===== config.mk =====
export PLATFORM = sky130hd
export DESIGN_NAME = dual_osc_sequencer
export DESIGN_NICKNAME = d
export VERILOG_FILES = /design/src/rtl/osc_seq_pkg.sv /design/src/rtl/osc_seq_fsm.sv /design/src/rtl/osc_seq_ctrl.sv /design/src/rtl/osc_seq_regs.sv /design/src/rtl/dual_osc_sequencer.sv
export SDC_FILE = /design/constraint.sdc
export NUM_CORES = 1
export LEC_CHECK = 0
export ABC_CLOCK_PERIOD_IN_PS = 3600
export CAP_MARGIN = 20
export CELL_PAD_IN_SITES_DETAIL_PLACEMENT = 1
export CELL_PAD_IN_SITES_GLOBAL_PLACEMENT = 2
export CORE_ASPECT_RATIO = 0.9
export CORE_UTILIZATION = 38
export CTS_CLUSTER_DIAMETER = 80
export DETAILED_ROUTE_END_ITERATION = 8
export DONT_BUFFER_PORTS = 1
export PLACE_DENSITY_LB_ADDON = 0.2
export RECOVER_POWER = 100
export SLEW_MARGIN = 5
export SYNTH_ARGS = -nofsm -noshare
export SYNTH_HDL_FRONTEND = slang
export SYNTH_SLANG_ARGS = --single-unit
export TNS_END_PERCENT = 10

===== constraint.sdc =====
create_clock -name clk -period 3.6 [get_ports clk]
set_input_delay 0.18 -clock clk [delete_from_list [all_inputs] [get_ports clk]]
set_output_delay 0.18 -clock clk [all_outputs]
set_load 0.005 [all_outputs]

===== src/rtl/osc_seq_pkg.sv =====
`timescale 1ns/1ps
package osc_seq_pkg;
  localparam int ADDR_W = 4;
  localparam int DATA_W = 32;

  localparam logic [ADDR_W-1:0] A_HF_ON   = 4'd0;
  localparam logic [ADDR_W-1:0] A_HF_OFF  = 4'd1;
  localparam logic [ADDR_W-1:0] A_LF_ON   = 4'd2;
  localparam logic [ADDR_W-1:0] A_LF_OFF  = 4'd3;
  localparam logic [ADDR_W-1:0] A_HF_EVT  = 4'd4;
  localparam logic [ADDR_W-1:0] A_LF_EVT  = 4'd5;
  localparam logic [ADDR_W-1:0] A_EN_SET  = 4'd6;
  localparam logic [ADDR_W-1:0] A_EN_CLR  = 4'd7;
  localparam logic [ADDR_W-1:0] A_HF_REQ  = 4'd8;
  localparam logic [ADDR_W-1:0] A_LF_REQ  = 4'd9;
  localparam logic [ADDR_W-1:0] A_HF_STAT = 4'd10;
  localparam logic [ADDR_W-1:0] A_LF_STAT = 4'd11;
  localparam logic [ADDR_W-1:0] A_LF_SEL  = 4'd12;
  localparam logic [ADDR_W-1:0] A_LF_COPY = 4'd13;

  typedef enum logic [1:0] {
    OSC_OFF       = 2'd0,
    OSC_RAMP_UP   = 2'd1,
    OSC_ON        = 2'd2,
    OSC_RAMP_DOWN = 2'd3
  } oscState_t;

  // task pulses from the register decode to one sequencer
  typedef struct packed {
    logic on;
    logic off;
  } oscCmd_t;

  // strobes from one sequencer to the register datapath
  typedef struct packed {
    logic reqSet;
    logic reqClr;
    logic upDone;
    logic downDone;
  } oscStrobe_t;
endpackage


===== src/rtl/osc_seq_fsm.sv =====
`timescale 1ns/1ps
module osc_seq_fsm
  import osc_seq_pkg::*;
#(
  parameter int START_CYC = 1,
  parameter int STOP_CYC = 1,
  parameter bit RESTART_ON_START = 1'b0
) (
  input  logic       clk,
  input  logic       rstN,
  input  oscCmd_t    cmd,
  output oscStrobe_t strb,
  output oscState_t  state
);
  localparam int MAX_CYC = (START_CYC > STOP_CYC) ? START_CYC : STOP_CYC;
  localparam int CNT_W = $clog2(MAX_CYC + 1);
  localparam logic [CNT_W-1:0] UP_LOAD = CNT_W'(START_CYC - 1);
  localparam logic [CNT_W-1:0] DN_LOAD = CNT_W'(STOP_CYC - 1);

  logic [CNT_W-1:0] cnt;
  logic startOk, stopOk, cntZero;

  always_comb begin
    startOk = cmd.on && (RESTART_ON_START || state == OSC_OFF || state == OSC_RAMP_DOWN);
    stopOk = cmd.off && (state == OSC_ON || state == OSC_RAMP_UP);
    cntZero = (cnt == '0);
    strb.reqSet = startOk;
    strb.reqClr = stopOk;
    strb.upDone = !startOk && !stopOk && state == OSC_RAMP_UP && cntZero;
    strb.downDone = !startOk && !stopOk && state == OSC_RAMP_DOWN && cntZero;
  end

  always_ff @(posedge clk or negedge rstN) begin
    if (!rstN) begin
      state <= OSC_OFF;
      cnt <= '0;
    end else if (startOk) begin
      state <= OSC_RAMP_UP;
      cnt <= UP_LOAD;
    end else if (stopOk) begin
      state <= OSC_RAMP_DOWN;
      cnt <= DN_LOAD;
    end else if (strb.upDone) begin
      state <= OSC_ON;
    end else if (strb.downDone) begin
      state <= OSC_OFF;
    end else if (state == OSC_RAMP_UP || state == OSC_RAMP_DOWN) begin
      cnt <= cnt - 1'b1;
    end
  end
endmodule


===== src/rtl/osc_seq_ctrl.sv =====
`timescale 1ns/1ps
module osc_seq_ctrl
  import osc_seq_pkg::*;
#(
  parameter int HF_START_CYC = 1,
  parameter int HF_STOP_CYC = 1,
  parameter int LF_START_CYC = 1,
  parameter int LF_STOP_CYC = 1
) (
  input  logic             clk,
  input  logic             rstN,
  input  oscCmd_t    [1:0] cmd,
  output oscStrobe_t [1:0] strb,
  output oscState_t        hfState,
  output oscState_t        lfState
);
  oscState_t st [2];

  // index 0 is the fast clock, index 1 the slow clock (restartable)
  for (genvar i = 0; i < 2; i++) begin : g_osc
    localparam int UP_CYC = (i == 0) ? HF_START_CYC : LF_START_CYC;
    localparam int DN_CYC = (i == 0) ? HF_STOP_CYC : LF_STOP_CYC;
    osc_seq_fsm #(
      .START_CYC(UP_CYC),
      .STOP_CYC(DN_CYC),
      .RESTART_ON_START(i == 1)
    ) u_fsm (
      .clk(clk),
      .rstN(rstN),
      .cmd(cmd[i]),
      .strb(strb[i]),
      .state(st[i])
    );
  end

  assign hfState = st[0];
  assign lfState = st[1];
endmodule


===== src/rtl/osc_seq_regs.sv =====
`timescale 1ns/1ps
module osc_seq_regs
  import osc_seq_pkg::*;
#(
  parameter int SRC_W = 2,
  parameter logic [SRC_W-1:0] HF_SRC_CODE = 1
) (
  input  logic              clk,
  input  logic              rstN,
  input  logic              regWe,
  input  logic [ADDR_W-1:0] regAddr,
  input  logic [DATA_W-1:0] regWdata,
  output logic [DATA_W-1:0] regRdata,
  input  oscStrobe_t  [1:0] strb,
  output oscCmd_t     [1:0] cmd,
  output logic        [1:0] evtFlags,
  output logic              irqOut,
  output logic              hfReqOut,
  output logic              lfReqOut
);
  logic [1:0] runReq, running, enMask;
  logic [SRC_W-1:0] statSrc [2];
  logic [SRC_W-1:0] srcSel, srcCopy;
  logic unusedWdata;

  assign unusedWdata = ^regWdata[DATA_W-1:2];

  for (genvar i = 0; i < 2; i++) begin : g_clk
    localparam logic [ADDR_W-1:0] ON_ADDR = A_HF_ON + ADDR_W'(2 * i);
    localparam logic [ADDR_W-1:0] OFF_ADDR = A_HF_OFF + ADDR_W'(2 * i);
    localparam logic [ADDR_W-1:0] EVT_ADDR = A_HF_EVT + ADDR_W'(i);

    assign cmd[i].on = regWe && regAddr == ON_ADDR && regWdata[0];
    assign cmd[i].off = regWe && regAddr == OFF_ADDR && regWdata[0];

    always_ff @(posedge clk or negedge rstN) begin
      if (!rstN) begin
        runReq[i] <= 1'b0;
        running[i] <= 1'b0;
        evtFlags[i] <= 1'b0;
      end else begin
        if (strb[i].reqSet) runReq[i] <= 1'b1;
        else if (strb[i].reqClr) runReq[i] <= 1'b0;
        if (strb[i].upDone) running[i] <= 1'b1;
        else if (strb[i].downDone) running[i] <= 1'b0;
        if (strb[i].upDone) evtFlags[i] <= 1'b1;
        else if (regWe && regAddr == EVT_ADDR && !regWdata[0]) evtFlags[i] <= 1'b0;
      end
    end

    if (i == 0) begin : g_fast_src
      always_ff @(posedge clk or negedge rstN) begin
        if (!rstN) statSrc[i] <= '0;
        else if (strb[i].upDone) statSrc[i] <= HF_SRC_CODE;
        else if (strb[i].downDone) statSrc[i] <= '0;
      end
    end else begin : g_slow_src
      always_ff @(posedge clk or negedge rstN) begin
        if (!rstN) statSrc[i] <= '0;
        else if (strb[i].upDone) statSrc[i] <= srcCopy;
      end
    end
  end

  always_ff @(posedge clk or negedge rstN) begin
    if (!rstN) begin
      enMask <= '0;
      srcSel <= '0;
      srcCopy <= '0;
    end else begin
      if (regWe && regAddr == A_EN_SET) enMask <= enMask | regWdata[1:0];
      if (regWe && regAddr == A_EN_CLR) enMask <= enMask & ~regWdata[1:0];
      if (regWe && regAddr == A_LF_SEL) srcSel <= regWdata[SRC_W-1:0];
      if (strb[1].reqSet) srcCopy <= srcSel;
    end
  end

  always_comb begin
    regRdata = '0;
    case (regAddr)
      A_HF_EVT:  regRdata[0] = evtFlags[0];
      A_LF_EVT:  regRdata[0] = evtFlags[1];
      A_EN_SET,
      A_EN_CLR:  regRdata[1:0] = enMask;
      A_HF_REQ:  regRdata[0] = runReq[0];
      A_LF_REQ:  regRdata[0] = runReq[1];
      A_HF_STAT: regRdata[SRC_W:0] = {statSrc[0], running[0]};
      A_LF_STAT: regRdata[SRC_W:0] = {statSrc[1], running[1]};
      A_LF_SEL:  regRdata[SRC_W-1:0] = srcSel;
      A_LF_COPY: regRdata[SRC_W-1:0] = srcCopy;
      default:   regRdata = '0;
    endcase
  end

  assign irqOut = |(evtFlags & enMask);
  assign hfReqOut = runReq[0];
  assign lfReqOut = runReq[1];
endmodule


===== src/rtl/dual_osc_sequencer.sv =====
`timescale 1ns/1ps
module dual_osc_sequencer
  import osc_seq_pkg::*;
#(
  parameter int HF_START_CYC = 1,
  parameter int HF_STOP_CYC = 1,
  parameter int LF_START_CYC = 1,
  parameter int LF_STOP_CYC = 1,
  parameter int SRC_W = 2,
  parameter logic [SRC_W-1:0] HF_SRC_CODE = 1
) (
  input  logic              clk,
  input  logic              rstN,
  input  logic              regWe,
  input  logic [ADDR_W-1:0] regAddr,
  input  logic [DATA_W-1:0] regWdata,
  output logic [DATA_W-1:0] regRdata,
  output logic              irqOut,
  output logic              hfReqOut,
  output logic              lfReqOut
);
  oscCmd_t    [1:0] cmd;
  oscStrobe_t [1:0] strb;
  oscState_t        hfState, lfState;
  logic       [1:0] evtFlags;

  osc_seq_ctrl #(
    .HF_START_CYC(HF_START_CYC),
    .HF_STOP_CYC(HF_STOP_CYC),
    .LF_START_CYC(LF_START_CYC),
    .LF_STOP_CYC(LF_STOP_CYC)
  ) u_ctrl (
    .clk(clk),
    .rstN(rstN),
    .cmd(cmd),
    .strb(strb),
    .hfState(hfState),
    .lfState(lfState)
  );

  osc_seq_regs #(
    .SRC_W(SRC_W),
    .HF_SRC_CODE(HF_SRC_CODE)
  ) u_regs (
    .clk(clk),
    .rstN(rstN),
    .regWe(regWe),
    .regAddr(regAddr),
    .regWdata(regWdata),
    .regRdata(regRdata),
    .strb(strb),
    .cmd(cmd),
    .evtFlags(evtFlags),
    .irqOut(irqOut),
    .hfReqOut(hfReqOut),
    .lfReqOut(lfReqOut)
  );
endmodule


---- Word-level counts from Yosys, hierarchy flattened ----
Index checks and enable logic that the tools add are counted.
storage, ports and cells
  bits in registers ....................... 22
  bits in latches ......................... 0
  RAM bits ................................ 0
  ROM bits ................................ 0
  input port bits ......................... 39
  word-level logic and storage cells ...... 137
  memories ................................ 0
operators by class
  $add $sub $neg .......................... 2
  $mul .................................... 0
  divide/modulo/power cells ............... 0
  magnitude comparators ................... 0
  eq/ne operators ......................... 23
  shifts and indexed selects .............. 0
  multiplexer cells ....................... 36
  bitwise gates (word level) .............. 6
  reductions and logical operators ........ 55
operators by type and width
  operator                                                count
  logical AND 1 bit                                       28
  equality test 4 bit (second input constant)             6
  two-way mux 1 bit                                       22
  two-way mux 2 bit                                       11
  equality test 4 x 3 -> 1 bit (second input constant)    4
  nonzero test 2 bit                                      7
  inequality test 3 x 1 -> 1 bit (second input constant)  4
  case mux 1 bit (9 select lines)                         1
  equality test 2 bit (second input constant)             4
  equality test 4 x 2 -> 1 bit (second input constant)    2
  nonzero test 4 bit                                      2
  AND reduction 3 bit                                     2
  nonzero test 3 bit                                      2
  logical NOT 1 bit                                       5
  logical OR 1 bit                                        5
  case mux 1 bit (5 select lines)                         1
  bitwise AND 2 bit                                       2
  equality test 2 x 1 -> 1 bit (second input constant)    2
  equality test 4 x 1 -> 1 bit (second input constant)    1
  logical NOT 4 bit                                       1
  OR reduction 2 bit                                      2
  logical NOT 2 bit                                       1
  NOT 1 bit                                               2
  NOT 2 bit                                               1
  other kinds (3)                                         4

---- Longest topological paths before layout ----
  depth in word-level cells ............... 12
  gate-level depth with buffers ........... 5

---- Modules after synthesis ----
From an unflattened synthesis, not the netlist that was laid out.
second synthesis, totals
  cell total of the unflattened synthesis .. 148
  area, all modules ....................... 1435.1 um^2
modules (own cells, without submodules)
  module                                times used  cells each  area an instance (um^2)  seq. area each (um^2)
  osc_seq_regs                          1           106         1018.5                   350.3
  osc_seq_fsm at u_ctrl.g_osc[0].u_fsm  1           22          211.5                    75.1
  osc_seq_fsm at u_ctrl.g_osc[1].u_fsm  1           20          205.2                    75.1

---- Least setup slack after synthesis ----
Ideal clock, no wire load.
  path type ............................... reg2reg
  start ................................... register u_ctrl.g_osc[1].u_fsm.state[0]
  end ..................................... register u_regs.statSrc[0] (netlist bit)
  setup time .............................. 125 ps
  arrival time ............................ 1303 ps
  data required time ...................... 3475 ps
  slack ................................... 2172 ps
  cell stages (with the launch flop) ...... 5
  path buffers ............................ 0
  period minus slack after synthesis ...... 1428 ps
  path through ............................ dfrtp_1 > ha_1 > nand2_1 > a31oi_4 > mux2_4
on the way
  word-level cells in the longest chain between the ends .. 7
  elaborated cells on any way between the ends .. 8
  classes of those cells .................. eq/ne: 2; reduce/logical: 6
RTL lines
  item                                                                        RTL line                              source
  from (decl)                                                                 osc_seq_fsm.sv:13                     output oscState_t state
  from (signal assigned)                                                      osc_seq_fsm.sv:35                     state <= OSC_OFF;
  from (signal assigned)                                                      osc_seq_fsm.sv:38                     state <= OSC_RAMP_UP;
  from (signal assigned)                                                      osc_seq_fsm.sv:41                     state <= OSC_RAMP_DOWN;
  equality test 2 bit / equality test 2 x 1 -> 1 bit (equally long branches)  osc_seq_fsm.sv:25, osc_seq_fsm.sv:29
  logical OR 1 bit                                                            osc_seq_fsm.sv:25                     stopOk = cmd.off && (state == OSC_ON || state == OSC_RAMP_UP);
  logical AND 1 bit                                                           osc_seq_fsm.sv:25
  logical NOT 1 bit                                                           osc_seq_fsm.sv:29                     strb.upDone = !startOk && !stopOk && state == OSC_RAMP_UP && cntZero;
  logical AND 1 bit                                                           osc_seq_fsm.sv:29
  logical AND 1 bit (*) (2 in series)                                         osc_seq_fsm.sv:29
  to (signal, indexed assignment)                                             osc_seq_regs.sv:60                    else if (strb[i].upDone) statSrc[i] <= srcCopy;
  to (decl)                                                                   osc_seq_regs.sv:22                    logic [SRC_W-1:0] statSrc [2];
Mark *: on every way between the ends. The rest lies on a longest branch, timed or not.
A chain may end at the register's enable or synchronous reset.

---- Worst setup path after layout ----
  start ................................... register u_ctrl.g_osc[1].u_fsm.state[1]
  end ..................................... register u_regs.statSrc[0] (netlist bit)
The elaborated chain is that of the path after synthesis.

==> results.json <==
{
  "setup_viol": 0,
  "synth_top_family_by_area": "buffers and inverters",
  "crit_path_start": "u_ctrl.g_osc[1].u_fsm.state[1]",
  "path_class": "reg2reg",
  "start_util_pct": 41.22,
  "crit_path_end": "u_regs.statSrc[0]",
  "cap_violations": 0,
  "power_density_nw_per_um2": 516.0,
  "fp-row-count": 20,
  "ys.flop_type": "dfrtp_1",
  "num_antenna_cells": 0,
  "fill_cells": 430,
  "yosys-top-cells-area": "dfrtp_1 35%, buf_4 15%, ha_1 3.5%",
  "synthXorXnorAreaFrac_pct": 0.6108,
  "path_buf_inv": 1,
  "synth_top_area_share_pct": 34.90,
  "worstSetupStartpointType": "flop",
  "async_flop_share_pct": 100.0,
  "yosysWarnings": 0,
  "grt_pass1_vias": 981,
  "cp_data_required_time_ns": 3.75,
  "final_max_slew_viol_count": 0,
  "root_buffer": "clkbuf_8",
  "power_frac_clock_pct": 21.1,
  "avgViaCountPerCell": 5.150,
  "power_leakage_nw": 0.6726,
  "layout-drive-gt1-share_pct": 6.294,
  "r2r_slack_ns": 1.83,
  "grt_overflow": 0,
  "insertion_delay_ns": 0.25,
  "hold_class": "in2reg",
  "seqPwrFrac_pct": 48.3,
  "post-route-min-period_ns": 1.770,
  "track_usage_pct": 16.52,
  "total_power_w": 0.0007076,
  "htreeDepth": 1,
  "cp.arrival_ns": 1.92,
  "cts_sinks": 20,
  "avgSynthCellArea_um2": 9.821,
  "finalClockSkew_ns": 0.001822,
  "dpl_cell_area_um2": 1340,
  "pin_count": 74,
  "seq_area_frac_synth_pct": 34.90,
  "num_vias": 963,
  "grt_pass1_wl_um": 4926,
  "post_cts_buffers": 0,
  "syn2layout_area_growth_pct": -4.363,
  "ys_ff_latch": 20,
  "p_sw_w": 0.0002458,
  "cp-end-kind": "flop",
  "synth_top_area_cell": "dfrtp_1",
  "antenna_found_initial": 0,
  "die_area_um2": 4023,
  "fp.dieW_um": 66.75,
  "cpMaxStageDelayCell": "a31oi_1",
  "fin_crit_sh_pct": 49.16,
  "crit_fanout": 4,
  "drt_iter0_drc": 35,
  "worst_pin_slew_ns": 0.9400,
  "synth_edf_count": 0,
  "synth-compound-area-share_pct": 14.22,
  "crit_chain": "inv_1, ha_1, nand2_1, a31oi_1, mux2_4",
  "critical_path.top_delay_family": "compound AO/OA/AOI/OAI gates",
  "port_buffers": 0,
  "path_depth": 5,
  "cts_buffers": 3,
  "dr.pass1.iters": 4,
  "internal_power_w": 0.0004618,
  "yosys.area_share.simple_pct": 18.32,
  "wl_um": 2987,
  "drc_errors": 0,
  "nets": 188,
  "synth_commonest_cells": "29 x buf_4, 20 x dfrtp_1, 7 x nand3_1",
  "wl_per_cell_um": 15.97,
  "die_y_um": 60.28,
  "switching_share_pct": 34.74,
  "cts_tree": "built",
  "core_um2": 3478,
  "status": "finished, final reports clean",
  "drtAntennaViolNets": 0,
  "ir_drop_uv": 138.6,
  "post-route-util_pct": 39.42,
  "place.gp.congestion": 0.7304,
  "r2r-start": "u_ctrl.g_osc[1].u_fsm.state[1]",
  "finalHoldViolations": 0,
  "r2r_cells": 5,
  "yosysUniqueCellTypes": 44,
  "multiInputGateArea_um2": 742.0,
  "final_area_um2": 1371,
  "combPwrFrac_pct": 30.6,
  "synth_fa_ha_area_share_pct": 3.490,
  "fmax_mhz": 565.0,
  "synth_most_common_cell": "buf_4",
  "regArea_um2": 500.5,
  "cts_buffer_depth": 2,
  "grt_setup_unrepaired": "no",
  "grt_max_degree": 21,
  "timing.rr.end": "u_regs.statSrc[0]",
  "path_clk_slew_ns": 0.08,
  "synth_cells": 146,
  "relSlewSlack_pct": 37.13,
  "synthesis.area_um2": 1434,
  "hpwlAfterDp_um": 2232,
  "synthMuxAreaShare_pct": 8.901,
  "max_stage_delay_ns": 0.52,
  "tns_ns": 0
}
## worst min path at each step
stage	from	cells after the start	endpoint	slack [ns]
floorplan	rstN	0	asynchronous set/reset pin	-0.12
global placement	rstN	0	u_regs.statSrc[1]	-0.12
detailed placement	rstN	0	u_regs.statSrc[1]	-0.12
CTS	regAddr[0]	1	flop	0.01
global route	regAddr[0]	1	u_regs.hfReqOut	0.01
finish	regAddr[0]	1	flop	0.01
## power by group through the flow
stage	registers, W	logic [W]	clock network [W]
2_1_floorplan	0.000326	0.000211	0
3_3_place_gp	0.000344	0.000208	0
3_5_place_dp	0.000347	0.000219	0
4_1_cts	0.000343	0.000226	0.000153
5_1_grt	0.000353	0.000253	0.000160
6_report	0.000342	0.000217	0.000149
## state kept, by name (all words and copies together), names as in the netlist, named ones only
| signal | cells |
|---|---|
| u_ctrl.g_osc.u_fsm.cnt | 2 |
| u_regs.lfReqOut | 1 |
| u_regs.srcSel | 2 |
| u_regs.srcCopy | 2 |
| u_regs.evtFlags | 2 |
| u_ctrl.g_osc.u_fsm.state | 4 |
| u_regs.hfReqOut | 1 |
| u_regs.statSrc | 3 |
| u_regs.running | 1 |
## worst reg2reg max path, cell delays in order (launching register included)
cell and delay [ns]:
dfrtp_1 0.37, inv_1 0.05, ha_1 0.28, nand2_1 0.09
a31oi_1 0.52, mux2_4 0.35
## cell families after synthesis
group	count (synthesis)
xor gates and xnor gates	1
and+or+nand+nor	41
DFF	20
other	1
AOI/OAI and AO/OA	27
buffers and inverters	41
adders and majority gates	4
muxes	11
## metrics by stage
step | setup slack, ns | hold WS [ns] | instances
6_report | 1.830 | 0.009955 | 187
2_1_floorplan | 2.172 | -0.1156 | 174
4_1_cts | 2.036 | 0.01151 | 187
3_5_place_dp | 2.045 | -0.1153 | 183
5_1_grt | 1.731 | 0.01198 | 187
3_3_place_gp | 2.069 | -0.1151 | 183
## layout make-up
class | instances | area share (%)
clock buffers | 3 | 3.011
inverters | 6 | 1.642
multi-input cells | 113 | 54.11
well taps | 44 | 4.015
repair buffers | 1 | 0.7299
flip-flops and latches | 20 | 36.50
## metal layers
layer | GRT usage (%) | vias up | part of all wire, %
met5 | 0 | - | 0
met4 | 6.383 | 0 | 0.67
met3 | 3.817 | 2 | 5.8
met2 | 25.69 | 38 | 46
met1 | 22.11 | 470 | 47
li1 | - | 453 | -
## layout by cell type, fill, tap and decap left out, types with 4 or more instances in the layout
master | Yosys | final
a31oi_1 | 4 | 5
conb_1 | 1 | 29
dfrtp_1 | 20 | 20
ha_1 | 4 | 4
inv_1 | 6 | 6
mux2_1 | 4 | 4
nand2_1 | 4 | 4
nand2b_1 | 4 | 4
nand3_1 | 7 | 7
nor2_1 | 5 | 5
## what timing repair did
action                                 CTS  global route
hold buffers                             1             0
endpoints found under the hold margin   20             0
gates resized for setup                  0             0
No activity file was read; power rests on OpenSTA's default activity.
